## src/rtl/pbs_pkg.sv

```systemverilog
`timescale 1ns/1ps
package pbs_pkg;
  localparam int CMD_W = 8;
  localparam logic [CMD_W-1:0] OPC_RATE     = 8'h01;
  localparam logic [CMD_W-1:0] OPC_RATE_ALT = 8'hD5;

  typedef enum logic {
    ST_OPCODE  = 1'b0,
    ST_DIVIDER = 1'b1
  } parse_st_e;
endpackage

```

## src/rtl/pbs_sync.sv

```systemverilog
`timescale 1ns/1ps
module pbs_sync #(
  parameter int W      = 8,
  parameter int STAGES = 2
) (
  input  logic         clk,
  input  logic         rst_n,
  input  logic [W-1:0] d,
  output logic [W-1:0] q
);
  generate
    for (genvar g = 0; g < STAGES; g++) begin : g_stage
      logic [W-1:0] r;
      if (g == 0) begin : g_first
        always_ff @(posedge clk or negedge rst_n) begin
          if (!rst_n) r <= '0;
          else        r <= d;
        end
      end else begin : g_next
        always_ff @(posedge clk or negedge rst_n) begin
          if (!rst_n) r <= '0;
          else        r <= g_stage[g-1].r;
        end
      end
    end
  endgenerate

  assign q = g_stage[STAGES-1].r;
endmodule

```

## src/rtl/pbs_cmd_parse.sv

```systemverilog
`timescale 1ns/1ps
module pbs_cmd_parse
  import pbs_pkg::*;
#(
  parameter int DIV_W   = 8,
  parameter int RST_DIV = 1
) (
  input  logic             clk,
  input  logic             rst_n,
  input  logic             cmd_valid,
  input  logic [CMD_W-1:0] cmd_byte,
  output logic [DIV_W-1:0] pend_div
);
  parse_st_e state;
  logic      is_opc;

  assign is_opc = (cmd_byte == OPC_RATE) || (cmd_byte == OPC_RATE_ALT);

  always_ff @(posedge clk or negedge rst_n) begin
    if (!rst_n) begin
      state    <= ST_OPCODE;
      pend_div <= DIV_W'(RST_DIV);
    end else if (cmd_valid) begin
      case (state)
        ST_OPCODE: begin
          if (is_opc) state <= ST_DIVIDER;
        end
        default: begin
          pend_div <= cmd_byte[DIV_W-1:0];
          state    <= ST_OPCODE;
        end
      endcase
    end
  end

  AST_DIV_THEN_OPC: assert property (@(posedge clk) disable iff (!rst_n)
    (state == ST_DIVIDER && cmd_valid) |=> (state == ST_OPCODE));
  AST_BAD_OPC_KEEP: assert property (@(posedge clk) disable iff (!rst_n)
    (state == ST_OPCODE && cmd_valid && !is_opc) |=> (state == ST_OPCODE && $stable(pend_div)));
endmodule

```

## src/rtl/pbs_pacer.sv

```systemverilog
`timescale 1ns/1ps
module pbs_pacer #(
  parameter int DIV_W = 8
) (
  input  logic             clk,
  input  logic             rst_n,
  input  logic             load,
  input  logic [DIV_W-1:0] load_div,
  input  logic             en,
  output logic             strobe
);
  logic [DIV_W-1:0] act_div;
  logic [DIV_W-1:0] cnt;

  assign strobe = en && (cnt == act_div);

  always_ff @(posedge clk or negedge rst_n) begin
    if (!rst_n) begin
      act_div <= DIV_W'(1);
      cnt     <= '0;
    end else if (load) begin
      act_div <= (load_div == '0) ? DIV_W'(1) : load_div;
      cnt     <= '0;
    end else if (en) begin
      cnt <= strobe ? '0 : cnt + 1'b1;
    end
  end

  AST_PACE_GAP: assert property (@(posedge clk) disable iff (!rst_n)
    strobe |=> !strobe);
  AST_DIV_HELD: assert property (@(posedge clk) disable iff (!rst_n)
    (en && !load) |=> $stable(act_div));
endmodule

```

## src/rtl/pbs_fifo.sv

```systemverilog
`timescale 1ns/1ps
module pbs_fifo #(
  parameter int W     = 8,
  parameter int DEPTH = 4
) (
  input  logic         clk,
  input  logic         rst_n,
  input  logic         push,
  input  logic [W-1:0] din,
  input  logic         pop,
  output logic [W-1:0] dout,
  output logic         empty,
  output logic         drop
);
  localparam int AW = (DEPTH > 1) ? $clog2(DEPTH) : 1;
  localparam int CW = AW + 1;

  logic [W-1:0]  mem [DEPTH];
  logic [AW-1:0] wr_ptr, rd_ptr;
  logic [CW-1:0] count;
  logic          full, do_push, do_pop;

  assign empty   = (count == '0);
  assign full    = (count == CW'(DEPTH));
  assign do_pop  = pop && !empty;
  assign do_push = push && (!full || do_pop);
  assign drop    = push && !do_push;
  assign dout    = mem[rd_ptr];

  always_ff @(posedge clk) begin
    if (do_push) mem[wr_ptr] <= din;
  end

  always_ff @(posedge clk or negedge rst_n) begin
    if (!rst_n) begin
      wr_ptr <= '0;
      rd_ptr <= '0;
      count  <= '0;
    end else begin
      if (do_push) wr_ptr <= (wr_ptr == AW'(DEPTH-1)) ? '0 : wr_ptr + 1'b1;
      if (do_pop)  rd_ptr <= (rd_ptr == AW'(DEPTH-1)) ? '0 : rd_ptr + 1'b1;
      case ({do_push, do_pop})
        2'b10:   count <= count + 1'b1;
        2'b01:   count <= count - 1'b1;
        default: count <= count;
      endcase
    end
  end

  AST_FIFO_BOUND: assert property (@(posedge clk) disable iff (!rst_n)
    count <= CW'(DEPTH));
  AST_DROP_ONLY_FULL: assert property (@(posedge clk) disable iff (!rst_n)
    drop |=> (count == CW'(DEPTH)));
endmodule

```

## src/rtl/pbs_sampler.sv

```systemverilog
`timescale 1ns/1ps
module pbs_sampler
  import pbs_pkg::*;
#(
  parameter int PROBES     = 8,
  parameter int DIV_W      = 8,
  parameter int RST_DIV    = 1,
  parameter int MAX_BURST  = 4096,
  parameter int REQ_W      = 16,
  parameter int FIFO_DEPTH = 4
) (
  input  logic              clk,
  input  logic              rst_n,
  input  logic [PROBES-1:0] probe_i,
  input  logic              cmd_valid,
  input  logic [CMD_W-1:0]  cmd_data,
  input  logic              req_valid,
  input  logic [REQ_W-1:0]  req_count,
  output logic              req_ready,
  output logic              smp_valid,
  output logic [PROBES-1:0] smp_data,
  input  logic              smp_ready,
  output logic              burst_done,
  output logic              overflow
);
  localparam int CNT_W = $clog2(MAX_BURST + 1);
  localparam logic [REQ_W-1:0] MAX_REQ = REQ_W'(MAX_BURST);
  localparam logic [CNT_W-1:0] MAX_CNT = CNT_W'(MAX_BURST);

  logic [PROBES-1:0] probe_s;
  logic [DIV_W-1:0]  pend_div;
  logic              busy, accept, en, strobe;
  logic              pop, drop, resolve, fifo_empty;
  logic [CNT_W-1:0]  cap_left, out_left, eff_count;
  logic              done_q, ovf_q;

  pbs_sync #(.W(PROBES), .STAGES(2)) u_sync (
    .clk(clk), .rst_n(rst_n), .d(probe_i), .q(probe_s)
  );

  pbs_cmd_parse #(.DIV_W(DIV_W), .RST_DIV(RST_DIV)) u_parse (
    .clk(clk), .rst_n(rst_n), .cmd_valid(cmd_valid), .cmd_byte(cmd_data),
    .pend_div(pend_div)
  );

  pbs_pacer #(.DIV_W(DIV_W)) u_pacer (
    .clk(clk), .rst_n(rst_n), .load(accept), .load_div(pend_div),
    .en(en), .strobe(strobe)
  );

  pbs_fifo #(.W(PROBES), .DEPTH(FIFO_DEPTH)) u_fifo (
    .clk(clk), .rst_n(rst_n), .push(strobe), .din(probe_s), .pop(pop),
    .dout(smp_data), .empty(fifo_empty), .drop(drop)
  );

  assign req_ready  = !busy;
  assign accept     = req_valid && !busy && (req_count != '0);
  assign eff_count  = (req_count > MAX_REQ) ? MAX_CNT : req_count[CNT_W-1:0];
  assign en         = busy && (cap_left != '0);
  assign smp_valid  = !fifo_empty;
  assign pop        = smp_valid && smp_ready;
  assign resolve    = pop || drop;
  assign burst_done = done_q;
  assign overflow   = ovf_q;

  always_ff @(posedge clk or negedge rst_n) begin
    if (!rst_n) begin
      busy     <= 1'b0;
      cap_left <= '0;
      out_left <= '0;
      done_q   <= 1'b0;
      ovf_q    <= 1'b0;
    end else begin
      done_q <= 1'b0;
      if (drop) ovf_q <= 1'b1;
      if (accept) begin
        busy     <= 1'b1;
        cap_left <= eff_count;
        out_left <= eff_count;
      end else begin
        if (strobe) cap_left <= cap_left - 1'b1;
        if (resolve && busy) begin
          out_left <= out_left - 1'b1;
          if (out_left == CNT_W'(1)) begin
            busy   <= 1'b0;
            done_q <= 1'b1;
          end
        end
      end
    end
  end

  AST_VALID_HOLD: assert property (@(posedge clk) disable iff (!rst_n)
    (smp_valid && !smp_ready) |=> (smp_valid && $stable(smp_data)));
  AST_DONE_PULSE: assert property (@(posedge clk) disable iff (!rst_n)
    burst_done |=> !burst_done);
  AST_DONE_IDLE: assert property (@(posedge clk) disable iff (!rst_n)
    burst_done |-> req_ready);
  AST_OVF_STICKY: assert property (@(posedge clk) disable iff (!rst_n)
    overflow |=> overflow);
  AST_IDLE_EMPTY: assert property (@(posedge clk) disable iff (!rst_n)
    req_ready |-> !smp_valid);
  AST_BURST_BOUND: assert property (@(posedge clk) disable iff (!rst_n)
    (out_left <= MAX_CNT) && (cap_left <= out_left));
endmodule

```

## config.mk

```make
export PLATFORM = sky130hd
export DESIGN_NAME = pbs_sampler
export DESIGN_NICKNAME = d
export VERILOG_FILES = /design/src/rtl/pbs_pkg.sv /design/src/rtl/pbs_sync.sv /design/src/rtl/pbs_cmd_parse.sv /design/src/rtl/pbs_pacer.sv /design/src/rtl/pbs_fifo.sv /design/src/rtl/pbs_sampler.sv
export SDC_FILE = /design/constraint.sdc
export NUM_CORES = 1
export LEC_CHECK = 0
export BUFFER_PORTS_ARGS = -buffer_cell sky130_fd_sc_hd__buf_2
export CAP_MARGIN = 10
export CORE_ASPECT_RATIO = 1.75
export CORE_MARGIN = 4
export CORE_UTILIZATION = 59
export DETAILED_ROUTE_END_ITERATION = 10
export HOLD_SLACK_MARGIN = 0.08
export PLACE_DENSITY_LB_ADDON = 0.1
export SLEW_MARGIN = 20
export SYNTH_ARGS = -nofsm -noshare
export SYNTH_HDL_FRONTEND = slang
export SYNTH_SLANG_ARGS = --single-unit
```

## constraint.sdc

```tcl
create_clock -name clk -period 3.6 [get_ports clk]
set_input_delay 0.36 -clock clk [delete_from_list [all_inputs] [get_ports clk]]
set_output_delay 0.36 -clock clk [all_outputs]
set_load 0.02 [all_outputs]
```

==> results of run 1 <==
==> cells by family after synthesis <==
logic type	Yosys count	share of synthesized area, %
AOI/OAI and AO/OA	93	12.2
xor gates and xnor gates	12	2.02
adders and majority gates	10	2.55
buffers and inverters	36	2.88
DFF	109	55.5
muxes	19	5.76
and+or+nand+nor	180	19.2
==> stage by stage <==
step	total power, mW	area (um2)	utilization, %
6_report	4.09	5910	68.1
5_1_grt	4.36	5910	68.1
4_1_cts	4.11	5910	68.1
3_5_place_dp	3.11	5600	64.6
3_3_place_gp	3.05	5600	64.6
2_1_floorplan	2.76	5210	-
==> cells in the mapped netlist (all sizes together), types with 4 or more instances <==
| library cell | count | area [um2] |
|---|---|---|
| mux4 | 8 | 180 |
| nand3b | 5 | 37.5 |
| nand3 | 14 | 70.1 |
| buf | 6 | 37.5 |
| and2 | 8 | 50.1 |
| nand4 | 13 | 87.6 |
| a31oi | 6 | 37.5 |
| mux2 | 8 | 90.1 |
| inv | 20 | 75.1 |
| and4 | 7 | 63.8 |
| ha | 9 | 113 |
| xnor2 | 11 | 96.3 |
| a211oi | 4 | 30.0 |
| nor3 | 20 | 100 |
| or4 | 5 | 45.0 |
| dfrtp | 75 | 1880 |
| a21oi | 24 | 124 |
| and3 | 5 | 31.3 |
| nand2 | 51 | 199 |
| o21ai | 24 | 120 |
| nor2 | 23 | 86.3 |
| clkbuf | 10 | 37.5 |
| nor4b | 4 | 41.3 |
| or3 | 4 | 25.0 |
| nor4 | 10 | 68.8 |
| edfxtp | 32 | 961 |
==> power by group <==
group          switching (mW)  internal, mW  total, mW
clock network           0.484         0.496      0.980
registers               0.318          1.54       1.86
logic                   0.689         0.559       1.25
total                    1.49          2.60       4.09
==> sequential cells by signal, summed over array words and instances, names as in the netlist, 2 cells and up <==
signal            count
cap_left             13
out_left             13
u_fifo.count          3
u_fifo.mem           32
u_fifo.rd_ptr         2
u_fifo.wr_ptr         2
u_pacer.act_div       8
u_pacer.cnt           8
u_parse.pend_div      8
u_sync.g_stage.r      8
u_sync.q              8
==> worst max-delay path by stage <==
stage | start | end | slack, ps
after CTS | cap_left[0] | u_fifo.count[2] | 610
after global routing | cap_left[0] | u_fifo.count[2] | 450
after floorplan | cap_left[0] | u_fifo.count[2] | 730
final | cap_left[0] | u_fifo.count[2] | 590
after global placement | cap_left[0] | u_fifo.count[2] | 690
after detailed placement | cap_left[0] | u_fifo.count[2] | 610
==> layout make-up <==
cell class / count / share of cell area (%)
clock buffer: 9 / 3.81
tap: 117 / 2.48
sequential: 109 / 48.9
clock inverter: 7 / 1.36
multi-input combinational: 314 / 36.8
timing repair buffer: 58 / 5.38
inverter: 20 / 1.27
==> metal layers <==
metal,vias to the layer above,GRT usage (%),share of wire (%)
li1,1840,-,-
met2,125,42.2,55
met3,35,4.38,4.4
met5,-,0,0
met4,0,12.1,4.2
met1,1953,26.2,36
==> metrics.yaml, run 1 <==
status: "completed"
fin_crit_sh_pct: 83.5
fmax_mhz: 332
tightest_slew_ps: 957
wl_per_cell_um: 18.4
p_leak_nw: 2.51
wl_mm: 11.7
rsz0062_at_grt: "no"
min_to: "u_sync.g_stage[0].r[5]"
stdcell_count: 634
end_kind: "flop"
hp-class: "in2reg"
hold_path_depth: 1
max_stage_delay_ps: 520
area_growth_pct: 13.4
reg2reg_depth: 11
finalHoldViolCount: 0
multi_input_area_um2: 2170
arrival_ps: 3250
drt_iter0_markers: 251
gp_routability_congestion: 0.913
layout.area.seq_um2: 2890
setup_ws_ps: 592
crit_required_ps: 3840
cts_buffers: 9
relSlewSlack_pct: 36.2
ys_async_sr_fraction_pct: 70.6
holdBufCountCts: 0
port_buffers: 48
syn_nets: 506
post-cts-setup-buffer-count: 0
synth.ff_latch_count: 109
core-area_um2: 8670
rows: 45
critPathLaunchType: "flop"
start_util_pct: 60.1
cts_tree: "built"
worst_skew_pair.late_latency_ps: 350
powerDensity_nw_per_um2: 692
critPathBufInv: 2
antenna_found_initial: 0
layout-drive-gt1-share_pct: 21.5
final-setup-viol-count: 0
drc: 0
drv_slew: 0
fin_skew_ps: 7.67
ant_nets: 0
dieArea_um2: 10500
final_common_cell: "dfrtp_1"
ys.flop_type: "dfrtp_1"
worstSetupPathType: "reg2reg"
slowest_stage: "or4b_4"
grt_overflow: 0
path_delay_family: "simple AND/OR/NAND/NOR gates"
worstPathCellList: "inv_1 > ha_1 > or4b_4 > o41ai_4 > buf_4 > or3_1 > nand2_1 > fa_1 > o311a_1 > a31o_2 > xor2_1"
diodes: 0
yosysSeqAreaShare_pct: 55.5
fill_cells: 709
drv_cap: 0
htree_num_levels: 3
grt_pass1_vias: 4013
irDropWorstVdd_mv: 0.373
critPathMaxFanout: 14
synth.avg_cell_area_um2: 11.4
cts-root-buf: "clkbuf_16"
yosys.cell_types.count: 71
fin_setup_tns_ps: 0
mappedNetlistArea_um2: 5210
ys_warn_count: 0
final_cell_mix: "75 x dfrtp_1, 50 x nand2_1, 47 x buf_2"
dp_hpwl_mm: 8.55
min_from: "probe_i[5]"
pre_cts_slack_ps: 609
reg2reg_slack_ps: 590
grt_max_degree: 78
clock_path_buffers: 2
post_drt_via_cell_ratio: 6.24
vias: 3953
min_period_ps: 3010
top_level_ports: 49
die_y_um: 132
whs_ps: 107
placed_cells: 618
firstDrtPassIters: 5
reg2reg_to: "u_fifo.count[2]"
path_clk_slew_ps: 80
synth-edff-count: 32
ctsResizeCount: 0
synthCells: 459
gr-usage-all-layers_pct: 23.6
fp.dieW_um: 79.0
reg2reg_from: "cap_left[0]"
cp.depth: 11
clock-sinks: 109
grt_pass1_wl_mm: 19.2
final_net_count: 559
Note: power is estimated with default switching activity, not from simulation.
==> run 2: changes to the inputs <==
--- a/config.mk
+++ b/config.mk
@@ -9,7 +9,7 @@
 export CAP_MARGIN = 10
 export CORE_ASPECT_RATIO = 1.75
 export CORE_MARGIN = 4
-export CORE_UTILIZATION = 59
+export CORE_UTILIZATION = 53
 export DETAILED_ROUTE_END_ITERATION = 10
 export HOLD_SLACK_MARGIN = 0.08
 export PLACE_DENSITY_LB_ADDON = 0.1
==> constraint.sdc (replaced) <==
create_clock -name clk -period 2.65 [get_ports clk]
set_input_delay 0.265 -clock clk [delete_from_list [all_inputs] [get_ports clk]]
set_output_delay 0.265 -clock clk [all_outputs]
set_load 0.02 [all_outputs]
==> run 2 against run 1 <==
Compared with the run above:
- non-clock buffer count rose by 24
- design area grew 4.1%
- maximum frequency up 16%
- sequential cell count is the same
- critical path type unchanged
- critical endpoint unchanged
- largest cell class unchanged
- highest routed layer unchanged
==> metrics.yaml, run 2 (same netlist as run 1, synthesis figures left out) <==
status: "completed"  # unchanged
power.total_mw: 5.72  # was 4.09 mW
final-setup-viol-count: 0  # unchanged
path_clk_slew_ps: 80  # about the same
grt_pass1_wl_mm: 20.4  # was 19.2 mm
irDropWorstVdd_mv: 0.643  # was 0.373 mV
cts_buffers: 9  # unchanged
final_common_cell: "dfrtp_1"  # unchanged
arrival_ps: 2820  # was 3250 ps
drt_iter0_markers: 209  # was 251
top_level_ports: 49  # unchanged
pre_cts_slack_ps: 142  # was 609 ps
wl_mm: 12.4  # was 11.7 mm
rows: 47  # was 45
worstSetupPathType: "reg2reg"  # unchanged
worst_skew_pair.late_latency_ps: 350  # about the same
gr-usage-all-layers_pct: 22.3  # was 23.6%
final_cell_mix: "75 x dfrtp_1, 50 x nand2_1, 47 x buf_2"  # unchanged
fp.dieW_um: 83.0  # was 79.0 um
end_kind: "flop"  # unchanged
fin_skew_ps: 14.8  # was 7.67 ps
p_leak_nw: 2.63  # was 2.51 nW
area_growth_pct: 18.1  # was 13.4%
wl_per_cell_um: 18.6  # was 18.4 um
core-area_um2: 9530  # was 8670 um2
fin_setup_tns_ps: 0  # unchanged
hp-class: "in2async"  # was in2reg
critPathMaxFanout: 3  # was 14
ant_nets: 0  # unchanged
port_buffers: 48  # unchanged
die_y_um: 139  # was 132 um
drv_cap: 0  # unchanged
clock-sinks: 109  # unchanged
start_util_pct: 54.7  # was 60.1%
powerDensity_nw_per_um2: 931  # was 692 nW/um2
vias: 4077  # was 3953
grt_overflow: 0  # unchanged
cts-root-buf: "clkbuf_16"  # unchanged
setup_ws_ps: 61.0  # was 592 ps
critPathLaunchType: "flop"  # unchanged
drv_slew: 0  # unchanged
cts_tree: "built"  # unchanged
drc: 0  # unchanged
gp_routability_congestion: 0.915  # was 0.913
largestRegisters: "u_fifo.mem (32), cap_left (13), out_left (13)"  # unchanged
relSlewSlack_pct: 34.2  # was 36.2%
finalHoldViolCount: 0  # unchanged
fmax_mhz: 386  # was 332 MHz
post_drt_via_cell_ratio: 6.15  # was 6.24
htree_num_levels: 3  # unchanged
grt_max_degree: 78  # unchanged
firstDrtPassIters: 6  # was 5
whs_ps: 19.9  # was 107 ps
final_core_util_pct: 64.6  # was 68.1%
clock_path_buffers: 2  # unchanged
crit_required_ps: 2880  # was 3840 ps
min_period_ps: 2590  # was 3010 ps
tightest_slew_ps: 988  # was 957 ps
dp_hpwl_mm: 9.24  # was 8.55 mm
largest_reg_flops: 32  # unchanged
grt_pass1_vias: 4102  # was 4013
top_register: "u_fifo.mem"  # unchanged
fill_cells: 789  # was 709
antenna_found_initial: 0  # unchanged
diodes: 0  # unchanged
dieArea_um2: 11500  # was 10500 um2
final_net_count: 583  # was 559
fin_crit_sh_pct: 97.7  # was 83.5%
layout-drive-gt1-share_pct: 24.4  # was 21.5%
[run 2: worst max-delay path, cell delays in order, from the launching register on]
cell	delay, ps
dfrtp_1	410
inv_2	70
ha_2	170
or4b_4	500
o41ai_4	260
or3_4	190
nand2_1	60
fa_2	340
o311a_1	120
a31o_2	220
xor2_1	130
[run 2: metal layers]
metal / global-route usage (%) / up-vias / wire length (um)
li1: - / 1885 / -
met1: 25.6 / 1987 / 4590
met2: 40.2 / 168 / 6700
met3: 3.57 / 37 / 618
met4: 10.1 / 0 / 452
met5: 0 / - / 0
[run 2: per-stage QoR]
step	instances	instance area [um2]
after detailed placement	637	5730
final	663	6150
after CTS	661	6130
after global routing	663	6150
after floorplan	459	5220
after global placement	637	5730
[run 2: repair_timing]
item | in CTS | in global routing
hold buffers | 8 | 0
buffers inserted | 0 | 2
resized for setup | 0 | 2
hold endpoints to repair | 8 | 0
endpoints found under the setup margin | 0 | 4
[run 2: power breakdown]
group | total, mW | leakage (nW) | internal [mW] | switching, mW
Combinational | 1.79 | 1.24 | 0.825 | 0.964
Sequential | 2.54 | 1.24 | 2.09 | 0.447
Clock | 1.39 | 0.154 | 0.756 | 0.636
Total | 5.72 | 2.63 | 3.68 | 2.05
[run 2: worst paths after layout]
| check | from | endpoint | slack [ps] | cells after the start |
|---|---|---|---|---|
| setup / recovery | cap_left[0] | u_fifo.count[2] | 60 | 10 |
| hold / removal | rst_n | out_left[0] | 20 | 1 |
| setup reg to reg | cap_left[0] | u_fifo.count[2] | 60 | 10 |
| hold reg to reg | u_sync.g_stage[0].r[1] | u_sync.q[1] | 350 | 0 |
| max in group asynchronous | rst_n | burst_done | 1930 | 1 |
| min in group clk | cmd_valid | u_parse.state | 140 | 2 |
[run 2: final cells by class]
class	count	area, um2	share of cell area (%)
Clock buffer	9	225	3.66
Clock inverter	7	90.1	1.46
Inverter	20	75.1	1.22
Multi-Input combinational cell	314	2190	35.6
Sequential cell	109	2890	47.0
Tap cell	122	153	2.48
Timing Repair Buffer	82	531	8.62
